### config.mk
export PLATFORM = sky130hd
export DESIGN_NAME = dual_irq_ctrl
export DESIGN_NICKNAME = d
export VERILOG_FILES = /design/src/rtl/dirq_pkg.sv /design/src/rtl/dirq_level_track.sv /design/src/rtl/dirq_mask_reg.sv /design/src/rtl/dirq_read_mux.sv /design/src/rtl/dual_irq_ctrl.sv
export SDC_FILE = /design/constraint.sdc
export NUM_CORES = 1
export LEC_CHECK = 0
export ABC_AREA = 0
export ABC_CLOCK_PERIOD_IN_PS = 2000
export BUFFER_PORTS_ARGS = -buffer_cell sky130_fd_sc_hd__clkbuf_2
export CAP_MARGIN = 40
export CORE_ASPECT_RATIO = 0.6
export CORE_MARGIN = 10
export CORE_UTILIZATION = 39
export DETAILED_ROUTE_END_ITERATION = 10
export PLACE_DENSITY = 0.57
export SETUP_SLACK_MARGIN = 0.5
export SYNTH_ARGS = -nofsm -noshare
export SYNTH_HDL_FRONTEND = slang
export SYNTH_HIERARCHICAL = 1
export SYNTH_SLANG_ARGS = --single-unit
export TNS_END_PERCENT = 100
### constraint.sdc
create_clock -name clk -period 2 [get_ports clk]
set_input_delay 0.3 -clock clk [delete_from_list [all_inputs] [get_ports clk]]
set_output_delay 0.3 -clock clk [all_outputs]
set_load 0.01 [all_outputs]
### src/rtl/dirq_pkg.sv
// Package: word map and class constants shared by the controller blocks.
// Assumes a word address of at least four bits. Bit 3 of the address selects
// the output class, and bits 2:0 select the register inside the class.
package dirq_pkg;
    localparam int unsigned NUM_CLASS    = 2;  // normal and fast request
    localparam int unsigned CLS_NORMAL   = 0;
    localparam int unsigned CLS_FAST     = 1;
    localparam int unsigned CLASS_STRIDE = 8;  // words between class banks
    localparam int unsigned SUB_W        = 3;  // in-bank word index width

    // Offsets inside one class bank
    localparam int unsigned OFS_STATUS = 0;
    localparam int unsigned OFS_RAW    = 1;
    localparam int unsigned OFS_EN_SET = 2;
    localparam int unsigned OFS_EN_CLR = 3;

    // Software latch words, present in the normal bank only
    localparam int unsigned W_SW_SET = 4;
    localparam int unsigned W_SW_CLR = 5;
endpackage

### src/rtl/dirq_level_track.sv
// Module: registers the hardware sources and keeps the software latch for
// line 0. Its output is the level vector that both request classes mask.
// Assumes NUM_SRC >= 2 and that set and clear strobes are never high together.
module dirq_level_track #(
    parameter int unsigned NUM_SRC = 32
) (
    input  logic               clk,
    input  logic               rst_n,
    input  logic [NUM_SRC-1:0] src_i,
    input  logic               sw_set_i,
    input  logic               sw_clr_i,
    output logic [NUM_SRC-1:0] level_o
);
    logic [NUM_SRC-1:0] hw_q;
    logic               sw_q;

    // Sample the hardware levels once per cycle
    always_ff @(posedge clk) begin
        if (!rst_n) hw_q <= '0;
        else        hw_q <= src_i;
    end

    // Software latch for line 0, written through the set and clear words
    always_ff @(posedge clk) begin
        if (!rst_n)        sw_q <= 1'b0;
        else if (sw_set_i) sw_q <= 1'b1;
        else if (sw_clr_i) sw_q <= 1'b0;
    end

    // Line 0 combines the latch with the hardware input
    always_comb level_o = hw_q | NUM_SRC'(sw_q);

    // upper levels track the inputs with one cycle of delay
    a_r2_level_tracks_input: assert property (@(posedge clk) disable iff (!rst_n)
        rst_n |=> level_o[NUM_SRC-1:1] == $past(src_i[NUM_SRC-1:1]));

    // a software set shows on line 0 in the next cycle
    a_r5_sw_set_visible: assert property (@(posedge clk) disable iff (!rst_n)
        sw_set_i |=> level_o[0]);

    // a set latch survives any hardware movement until it is cleared
    a_r6_latch_survives_hw_drop: assert property (@(posedge clk) disable iff (!rst_n)
        sw_q && !sw_clr_i |=> level_o[0]);

    // clearing the latch does not hide an asserted hardware line 0
    a_r6_hw_kept_after_sw_clear: assert property (@(posedge clk) disable iff (!rst_n)
        sw_clr_i && src_i[0] |=> level_o[0]);
endmodule

### src/rtl/dirq_mask_reg.sv
// Module: one enable mask with write-one-to-set and write-one-to-clear
// strobes. Assumes the set and clear strobes are never high in one cycle.
module dirq_mask_reg #(
    parameter int unsigned WIDTH = 32
) (
    input  logic             clk,
    input  logic             rst_n,
    input  logic             set_i,
    input  logic             clr_i,
    input  logic [WIDTH-1:0] d_i,
    output logic [WIDTH-1:0] en_o
);
    logic [WIDTH-1:0] set_bits;
    logic [WIDTH-1:0] clr_bits;

    // Gate the write data by the strobes
    always_comb begin
        set_bits = set_i ? d_i : '0;
        clr_bits = clr_i ? d_i : '0;
    end

    // Hold the mask and apply the set/clear updates
    always_ff @(posedge clk) begin
        if (!rst_n) en_o <= '0;
        else        en_o <= (en_o | set_bits) & ~clr_bits;
    end

    // set raises every written bit and keeps the others
    a_r3_r4_set_ors_in: assert property (@(posedge clk) disable iff (!rst_n)
        set_i |=> ((en_o & $past(d_i)) == $past(d_i)) &&
                  ((en_o & ~$past(d_i)) == ($past(en_o) & ~$past(d_i))));

    // clear drops every written bit and keeps the others
    a_r3_r4_clear_drops: assert property (@(posedge clk) disable iff (!rst_n)
        clr_i |=> ((en_o & $past(d_i)) == '0) &&
                  ((en_o & ~$past(d_i)) == ($past(en_o) & ~$past(d_i))));

    // with no strobe the mask holds
    a_r10_mask_holds: assert property (@(posedge clk) disable iff (!rst_n)
        !set_i && !clr_i |=> $stable(en_o));
endmodule

### src/rtl/dirq_read_mux.sv
// Module: read-data selection for the word map. Bit 3 of the address picks
// the class bank and bits 2:0 pick the register. Address bits above bit 3
// must be zero for a hit. Returns zero for every other word and when idle.
module dirq_read_mux #(
    parameter int unsigned NUM_SRC = 32,
    parameter int unsigned DATA_W  = 32,
    parameter int unsigned ADDR_W  = 4
) (
    input  logic                                     clk,
    input  logic                                     rst_n,
    input  logic                                     rd_en,
    input  logic [ADDR_W-1:0]                        addr,
    input  logic [NUM_SRC-1:0]                       level_i,
    input  logic [dirq_pkg::NUM_CLASS-1:0][NUM_SRC-1:0] en_i,
    output logic [DATA_W-1:0]                        rdata_o
);
    import dirq_pkg::*;

    localparam int unsigned BANK_LSB = SUB_W + 1;

    logic             in_range;
    logic             cls;
    logic [SUB_W-1:0] sub;
    logic [NUM_SRC-1:0] sel_en;

    // Split the word address into bank and in-bank index
    always_comb begin
        in_range = (addr >> BANK_LSB) == '0;
        cls      = addr[SUB_W];
        sub      = addr[SUB_W-1:0];
        sel_en   = cls ? en_i[CLS_FAST] : en_i[CLS_NORMAL];
    end

    // Select the word being read
    always_comb begin
        rdata_o = '0;
        if (rd_en && in_range) begin
            case (sub)
                SUB_W'(OFS_STATUS): rdata_o = DATA_W'(level_i & sel_en);
                SUB_W'(OFS_RAW):    rdata_o = DATA_W'(level_i);
                SUB_W'(OFS_EN_SET): rdata_o = DATA_W'(sel_en);
                SUB_W'(W_SW_SET):   rdata_o = cls ? '0 : DATA_W'(level_i[0]);
                default:            rdata_o = '0;
            endcase
        end
    end

    // write-only and unused words read as zero
    a_r9_write_only_reads_zero: assert property (@(posedge clk) disable iff (!rst_n)
        rd_en && (addr == ADDR_W'(OFS_EN_CLR) || addr == ADDR_W'(W_SW_CLR) ||
                  addr == ADDR_W'(CLASS_STRIDE + OFS_EN_CLR)) |-> rdata_o == '0);

    // no data is driven while no read is requested
    a_r9_idle_zero: assert property (@(posedge clk) disable iff (!rst_n)
        !rd_en |-> rdata_o == '0);

    // a status read never shows a source outside its class mask
    for (genvar c = 0; c < NUM_CLASS; c++) begin : g_status_chk
        a_r7_status_within_mask: assert property (@(posedge clk) disable iff (!rst_n)
            rd_en && addr == ADDR_W'(c * CLASS_STRIDE + OFS_STATUS)
            |-> (rdata_o & ~DATA_W'(en_i[c])) == '0);
    end
endmodule

### src/rtl/dual_irq_ctrl.sv
// Module: top of the dual-output level interrupt controller. It decodes
// register writes into mask and latch strobes, instantiates one mask per
// output class, and combines the registered level with each mask.
// Assumes NUM_SRC <= DATA_W, ADDR_W >= 4 and at most one access per cycle.
module dual_irq_ctrl #(
    parameter int unsigned NUM_SRC = 32,
    parameter int unsigned DATA_W  = 32,
    parameter int unsigned ADDR_W  = 4
) (
    input  logic               clk,
    input  logic               rst_n,
    input  logic [NUM_SRC-1:0] src_i,
    input  logic               wr_en,
    input  logic               rd_en,
    input  logic [ADDR_W-1:0]  addr,
    input  logic [DATA_W-1:0]  wdata,
    output logic [DATA_W-1:0]  rdata,
    output logic               irq_o,
    output logic               fiq_o
);
    import dirq_pkg::*;

    logic [NUM_SRC-1:0]                level;
    logic [NUM_CLASS-1:0][NUM_SRC-1:0] en;
    logic [NUM_CLASS-1:0]              set_stb;
    logic [NUM_CLASS-1:0]              clr_stb;
    logic [NUM_CLASS-1:0]              req;
    logic                              sw_set;
    logic                              sw_clr;
    logic [NUM_SRC-1:0]                wbits;

    // Software latch strobes need data bit 0
    always_comb begin
        sw_set = wr_en && addr == ADDR_W'(W_SW_SET) && wdata[0];
        sw_clr = wr_en && addr == ADDR_W'(W_SW_CLR) && wdata[0];
        wbits  = wdata[NUM_SRC-1:0];
    end

    dirq_level_track #(.NUM_SRC(NUM_SRC)) u_level (
        .clk      (clk),
        .rst_n    (rst_n),
        .src_i    (src_i),
        .sw_set_i (sw_set),
        .sw_clr_i (sw_clr),
        .level_o  (level)
    );

    // One mask, decode and request combiner per output class
    for (genvar c = 0; c < NUM_CLASS; c++) begin : g_class
        // Decode the set and clear words of this class bank
        always_comb begin
            set_stb[c] = wr_en && addr == ADDR_W'(c * CLASS_STRIDE + OFS_EN_SET);
            clr_stb[c] = wr_en && addr == ADDR_W'(c * CLASS_STRIDE + OFS_EN_CLR);
        end

        dirq_mask_reg #(.WIDTH(NUM_SRC)) u_mask (
            .clk   (clk),
            .rst_n (rst_n),
            .set_i (set_stb[c]),
            .clr_i (clr_stb[c]),
            .d_i   (wbits),
            .en_o  (en[c])
        );

        // A request is pending when any enabled source is high
        always_comb req[c] = |(level & en[c]);

        // clearing the whole mask silences this output next cycle
        a_r8_clear_all_silences: assert property (@(posedge clk) disable iff (!rst_n)
            wr_en && addr == ADDR_W'(c * CLASS_STRIDE + OFS_EN_CLR) && wbits == '1
            |=> !req[c]);
    end

    // Drive the two request pins
    always_comb begin
        irq_o = req[CLS_NORMAL];
        fiq_o = req[CLS_FAST];
    end

    dirq_read_mux #(
        .NUM_SRC (NUM_SRC),
        .DATA_W  (DATA_W),
        .ADDR_W  (ADDR_W)
    ) u_rd (
        .clk     (clk),
        .rst_n   (rst_n),
        .rd_en   (rd_en),
        .addr    (addr),
        .level_i (level),
        .en_i    (en),
        .rdata_o (rdata)
    );

    // both outputs are low right after a reset cycle
    a_r1_reset_quiet: assert property (@(posedge clk)
        !rst_n |=> !irq_o && !fiq_o);

    // writes to the status words leave both masks alone
    a_r10_status_write_ignored: assert property (@(posedge clk) disable iff (!rst_n)
        wr_en && (addr == ADDR_W'(OFS_STATUS) || addr == ADDR_W'(OFS_RAW) ||
                  addr == ADDR_W'(CLASS_STRIDE + OFS_STATUS) ||
                  addr == ADDR_W'(CLASS_STRIDE + OFS_RAW))
        |=> $stable(en));

    // a request can only rise when some mask has a set bit
    a_r8_no_request_without_enable: assert property (@(posedge clk) disable iff (!rst_n)
        (irq_o || fiq_o) |-> (en != '0));
endmodule

**Yosys cells after proc, flatten, opt, wreduce, memory -nomap -nowiden**

Cells that the tools add are included.
Widths: inputs -> output; s select.

- Logic and storage cells: 45
- Output and inout bits: 34
- Register bits after elaboration: 97
- Input port bits: 72

- Mux-type cells: 10
- Bitwise gates (word level): 10
- Reduce and logical (&&, ||, !) cells: 12
- Eq/ne operators: 9

Operator list:

| kind | count |
|---|---|
| $mux 32 | 6 |
| $and 32x32->32 | 5 |
| $pmux 32 s4 | 1 |
| $not 32->32 | 2 |
| $or 32x32->32 | 2 |
| $reduce_or 32->1 | 2 |
| $or 32x1->32 | 1 |
| $eq 4x2->1 const B | 2 |
| $eq 4x3->1 const B | 2 |
| $eq 4x4->1 const B | 2 |
| $logic_and 1x1->1 | 8 |
| $eq 3x1->1 const B | 1 |
| $eq 3x2->1 const B | 1 |
| $eq 3x3->1 const B | 1 |
| $logic_not 3->1 | 1 |
| $mux 1 | 3 |
| $reduce_bool 2->1 | 1 |

**Logic depth before layout (Yosys ltp)**

- Depth in word-level cells: 5
- Depth in mapped cells: 6
- Gate-level depth less buffers: 5

**By module**

Netlist, hierarchy kept.

By module, submodules not included:

| module | area each (um2) | cells an instance | instances |
|---|---|---|---|
| dirq_mask_reg | 1266.2 | 106 | 2 |
| dirq_level_track | 1128.6 | 102 | 1 |
| dirq_read_mux | 875.8 | 92 | 1 |
| dual_irq_ctrl | 374.1 | 52 | 1 |

**Worst setup path after synthesis**

OpenSTA, ideal clock, no wires.

- Path kind: register to output
- From: register u_level.sw_q
- To: output irq_o
- Data arrival time: 1309 ps
- Required time: 1700 ps
- Stages on the path, launching flop included: 5
- Path slack: 391 ps
- Path buffers: 0
- Cell sequence: dfxtp_1 or2_2 a22oi_1 nand4_1 or4_1

- Longest elaborated chain between the ends: 3

Ends and longest elaborated chain:

| element | RTL line | source |
|---|---|---|
| start, declared | dirq_level_track.sv:15 | `logic sw_q;` |
| start signal, assigned | dirq_level_track.sv:25 | `if (!rst_n) sw_q <= 1'b0;` |
| start signal, assigned | dirq_level_track.sv:26 | `else if (sw_set_i) sw_q <= 1'b1;` |
| start signal, assigned | dirq_level_track.sv:27 | `else if (sw_clr_i) sw_q <= 1'b0;` |
| $or 32x1->32 | dirq_level_track.sv:31 | `always_comb level_o = hw_q \| NUM_SRC'(sw_q);` |
| named net level[0] | dual_irq_ctrl.sv:23 | `logic [NUM_SRC-1:0] level;` |
| $and 32x32->32 | dual_irq_ctrl.sv:66 | `always_comb req[c] = \|(level & en[c]);` |
| $reduce_or 32->1 | dual_irq_ctrl.sv:66 |  |
| end, declared | dual_irq_ctrl.sv:18 | `output logic irq_o,` |

The timed path passes the listed nets, and every way through them passes these cells.

**Worst setup path after layout**

- From: register u_level.hw_q[0]
- To: output fiq_o

- Longest elaborated chain between the ends: 3

Ends and longest elaborated chain:

| element | RTL line | source |
|---|---|---|
| start, declared | dirq_level_track.sv:14 | `logic [NUM_SRC-1:0] hw_q;` |
| start signal, assigned | dirq_level_track.sv:20 | `else hw_q <= src_i;` |
| $or 32x1->32 | dirq_level_track.sv:31 |  |
| named net level[0] | dual_irq_ctrl.sv:23 |  |
| $and 32x32->32 | dual_irq_ctrl.sv:66 |  |
| $reduce_or 32->1 | dual_irq_ctrl.sv:66 |  |
| end, declared | dual_irq_ctrl.sv:19 | `output logic fiq_o` |

The timed path passes the listed nets, and every way through them passes these cells.

==> results.sh <==
export IMPL_leakage_nw=2.460
export IMPL_io_buffers=105
export IMPL_start_util=0.4032
export IMPL_report_final_hold_viol_count=0
export IMPL_cts_sinks=97
export IMPL_path_class="register to primary output"
export IMPL_viasPerCell=5.900
export IMPL_core_um2=12180
export IMPL_maxSlewViolCount=0
export IMPL_grt_setup_unrepaired="true"
export IMPL_grt_max_degree=33
export IMPL_start_kind="register"
export IMPL_period_share=1.071
export IMPL_cts_root_buf="clkbuf_16"
export IMPL_htreeDepth=3
export IMPL_clk_pin_slew_ps=70
export IMPL_syn_cell_area_um2=4911
export IMPL_required_ps=1700
export IMPL_syn_nets=530
export IMPL_syn2layout_area_growth_pct=27.08
export IMPL_rows=31
export IMPL_nFillCells=1112
export IMPL_grt_pass1_wl_mm=25.52
export IMPL_gp_congestion=0.8410
export IMPL_ios=106
export IMPL_avgSynthCellArea_um2=10.72
export IMPL_diodes=0
export IMPL_clock_fmax_ghz=0.4667
export IMPL_synth_cells=458
export IMPL_status="finished, violations left"
export IMPL_seq_area_frac_synth=0.3954
export IMPL_grt_pass1_vias=4266
export IMPL_ys_ff_latch=97
export IMPL_relSlewSlack=0.7414
export IMPL_drive_gt1_frac=0.5283
export IMPL_antenna_found_initial=2
export IMPL_detail_route_antenna_nets=0
export IMPL_cts_hold_buf=0
export IMPL_power_mw=4.318
export IMPL_period_needed_ps=2142
export IMPL_die_x_um=164.9
export IMPL_powerDensity_nw_per_um2=691.9
export IMPL_fin_skew_ps=0
export IMPL_routed_wl_mm=16.84
export IMPL_worstPathArrival_ps=1840
export IMPL_setup_ws_ps=-142.5
export IMPL_peakVddDrop_mv=0.3915
export IMPL_track_usage=0.1863
export IMPL_cts_made_buffers=9
export IMPL_overflow=0
export IMPL_wl_per_cell_um=23.66
export IMPL_violations="negative setup slack"
export IMPL_nets=614
export IMPL_dp_slack_ps=136.1
export IMPL_worstMarginPinSlew_ps=387.8
export IMPL_crit_fanout=3
export IMPL_cts_tree="yes"
export IMPL_crit_path_end_kind="primary output"
export IMPL_dr_pass1_iters=5
export IMPL_dp_hpwl_mm=11.54
export IMPL_cts_buffer_depth=2
export IMPL_drcViolationCount=0
export IMPL_die_y_um=106.9
export IMPL_drv_cap=0
export IMPL_detail_route_iter0_violations=284
export IMPL_setup_violations_final=3
export IMPL_synth_cell_types=35
export IMPL_die_area_um2=17630
export IMPL_via_count=4201
export IMPL_clock_latency_ps=330
export IMPL_yosys_warnings=6
export IMPL_hold_path_class="input pin to register"
-- power breakdown --
part           internal (mW)  leakage, nW  switching (mW)
clock network           1.00        0.142           0.740
registers               1.98        0.809          0.0497
logic                  0.249         1.51           0.296
-- what timing repair did --
item,4_1_cts,5_1_grt
pin swaps,10,6
resized for setup,83,51
buffers inserted,8,1
endpoints found under the setup margin,34,56
cloned,6,0
-- cells in the final DEF, fill, tap and decap left out, drive strengths merged, types with 2 or more instances in the layout --
cell	Yosys	routed
a22oi	32	32
inv	3	3
or4	3	3
nor3b	2	2
nor3	2	2
buf	58	71
mux2	31	31
a21oi	65	65
clkinv	0	2
a211oi	64	64
nand2b	3	3
nand4	8	8
nand2	2	2
nor2b	2	2
clkinvlp	0	2
and2	32	32
clkbuf	9	80
nor2	2	2
o221a	31	31
dfxtp	97	97
-- critical path, cell delays in order, from the launching register on --
cell	delay [ps]
dfxtp_1	300
or2_4	270
a22oi_2	210
nand4_1	130
or4_4	460
buf_8	140
-- path summary, 6_finish.rpt --
path                                            startpoint                          to  slack (ps)  cells after the start
worst max-delay path                       u_level/hw_q[0]                       fiq_o        -140                      5
worst min-delay path                             src_i[12]            u_level/hw_q[12]         160                      2
worst max register to register   g_class[0].u_mask/en_o[0]   g_class[0].u_mask/en_o[0]        1230                      2
worst min register to register  g_class[1].u_mask/en_o[26]  g_class[1].u_mask/en_o[26]         520                      2
-- cells in the mapped netlist --
library cell | number | share of area
a211o_1 | 1 | 0.0018
a211oi_1 | 4 | 0.0061
a211oi_2 | 60 | 0.15
a21oi_1 | 65 | 0.066
a22oi_1 | 30 | 0.046
a22oi_2 | 2 | 0.0051
and2_1 | 32 | 0.041
and3_1 | 1 | 0.0013
and3b_1 | 1 | 0.0018
buf_2 | 15 | 0.015
buf_4 | 37 | 0.057
buf_6 | 6 | 0.014
clkbuf_1 | 7 | 0.0054
clkbuf_2 | 2 | 0.0020
dfxtp_1 | 97 | 0.40
inv_1 | 3 | 0.0023
mux2_1 | 31 | 0.071
mux2i_1 | 1 | 0.0020
nand2_1 | 2 | 0.0015
nand2b_1 | 3 | 0.0038
nand4_1 | 8 | 0.010
nand4b_1 | 1 | 0.0018
nor2_1 | 2 | 0.0015
nor2b_1 | 2 | 0.0025
nor3_1 | 2 | 0.0020
nor3b_1 | 2 | 0.0031
nor4_1 | 1 | 0.0013
o211ai_2 | 1 | 0.0025
o21a_1 | 1 | 0.0015
o21bai_1 | 1 | 0.0015
o221a_1 | 31 | 0.071
o22a_1 | 1 | 0.0018
or2_2 | 1 | 0.0013
or4_1 | 3 | 0.0046
or4bb_1 | 1 | 0.0023
-- sequential cells by signal, indices dropped and copies added (netlist names) --
signal / cells
g_class.u_mask/en_o: 64
u_level/hw_q: 32
u_level/sw_q: 1
-- routing by layer --
layer | up-vias | global-route usage | wire, um
met3 | 17 | 0.06188 | 1522
met5 | - | 0 | 30
li1 | 1921 | - | -
met4 | 4 | 0.03904 | 136
met2 | 173 | 0.2658 | 6976
met1 | 2086 | 0.2652 | 8177
-- per-stage QoR --
stage | hold slack, ps | instance area (um2) | setup TNS (ps) | utilization | instances
floorplan | 392.5 | 4926 | 0 | - | 458
global placement | 501.6 | 5423 | 0 | 0.4452 | 681
detailed placement | 510.0 | 5423 | 0 | 0.4452 | 681
CTS | 152.3 | 6161 | -399.8 | 0.5059 | 711
global route | 153.8 | 6241 | -476.9 | 0.5124 | 712
finish | 158.6 | 6241 | -359.3 | 0.5124 | 712
-- kinds of logic (layout without fill, tap and decap cells) --
logic type             Yosys count  count (layout)  synth area share
DFF                             97              97            0.3954
AOI/OAI and AO/OA              197             197            0.3564
muxes                           32              32           0.07312
and+or+nand+nor                 62              62           0.07975
buffers and inverters           70             159           0.09529
-- area by class of cell --
cell class | count | area, um2 | area share
tap | 165 | 206.4 | 0.03308
inverter | 3 | 11.26 | 0.001804
clock buffer | 11 | 242.7 | 0.03889
timing repair buffer | 140 | 1065 | 0.1706
multi-input combinational | 291 | 2675 | 0.4286
sequential | 97 | 1986 | 0.3182
clock inverter | 5 | 55.05 | 0.008821
(Power assumes the default switching activity.)
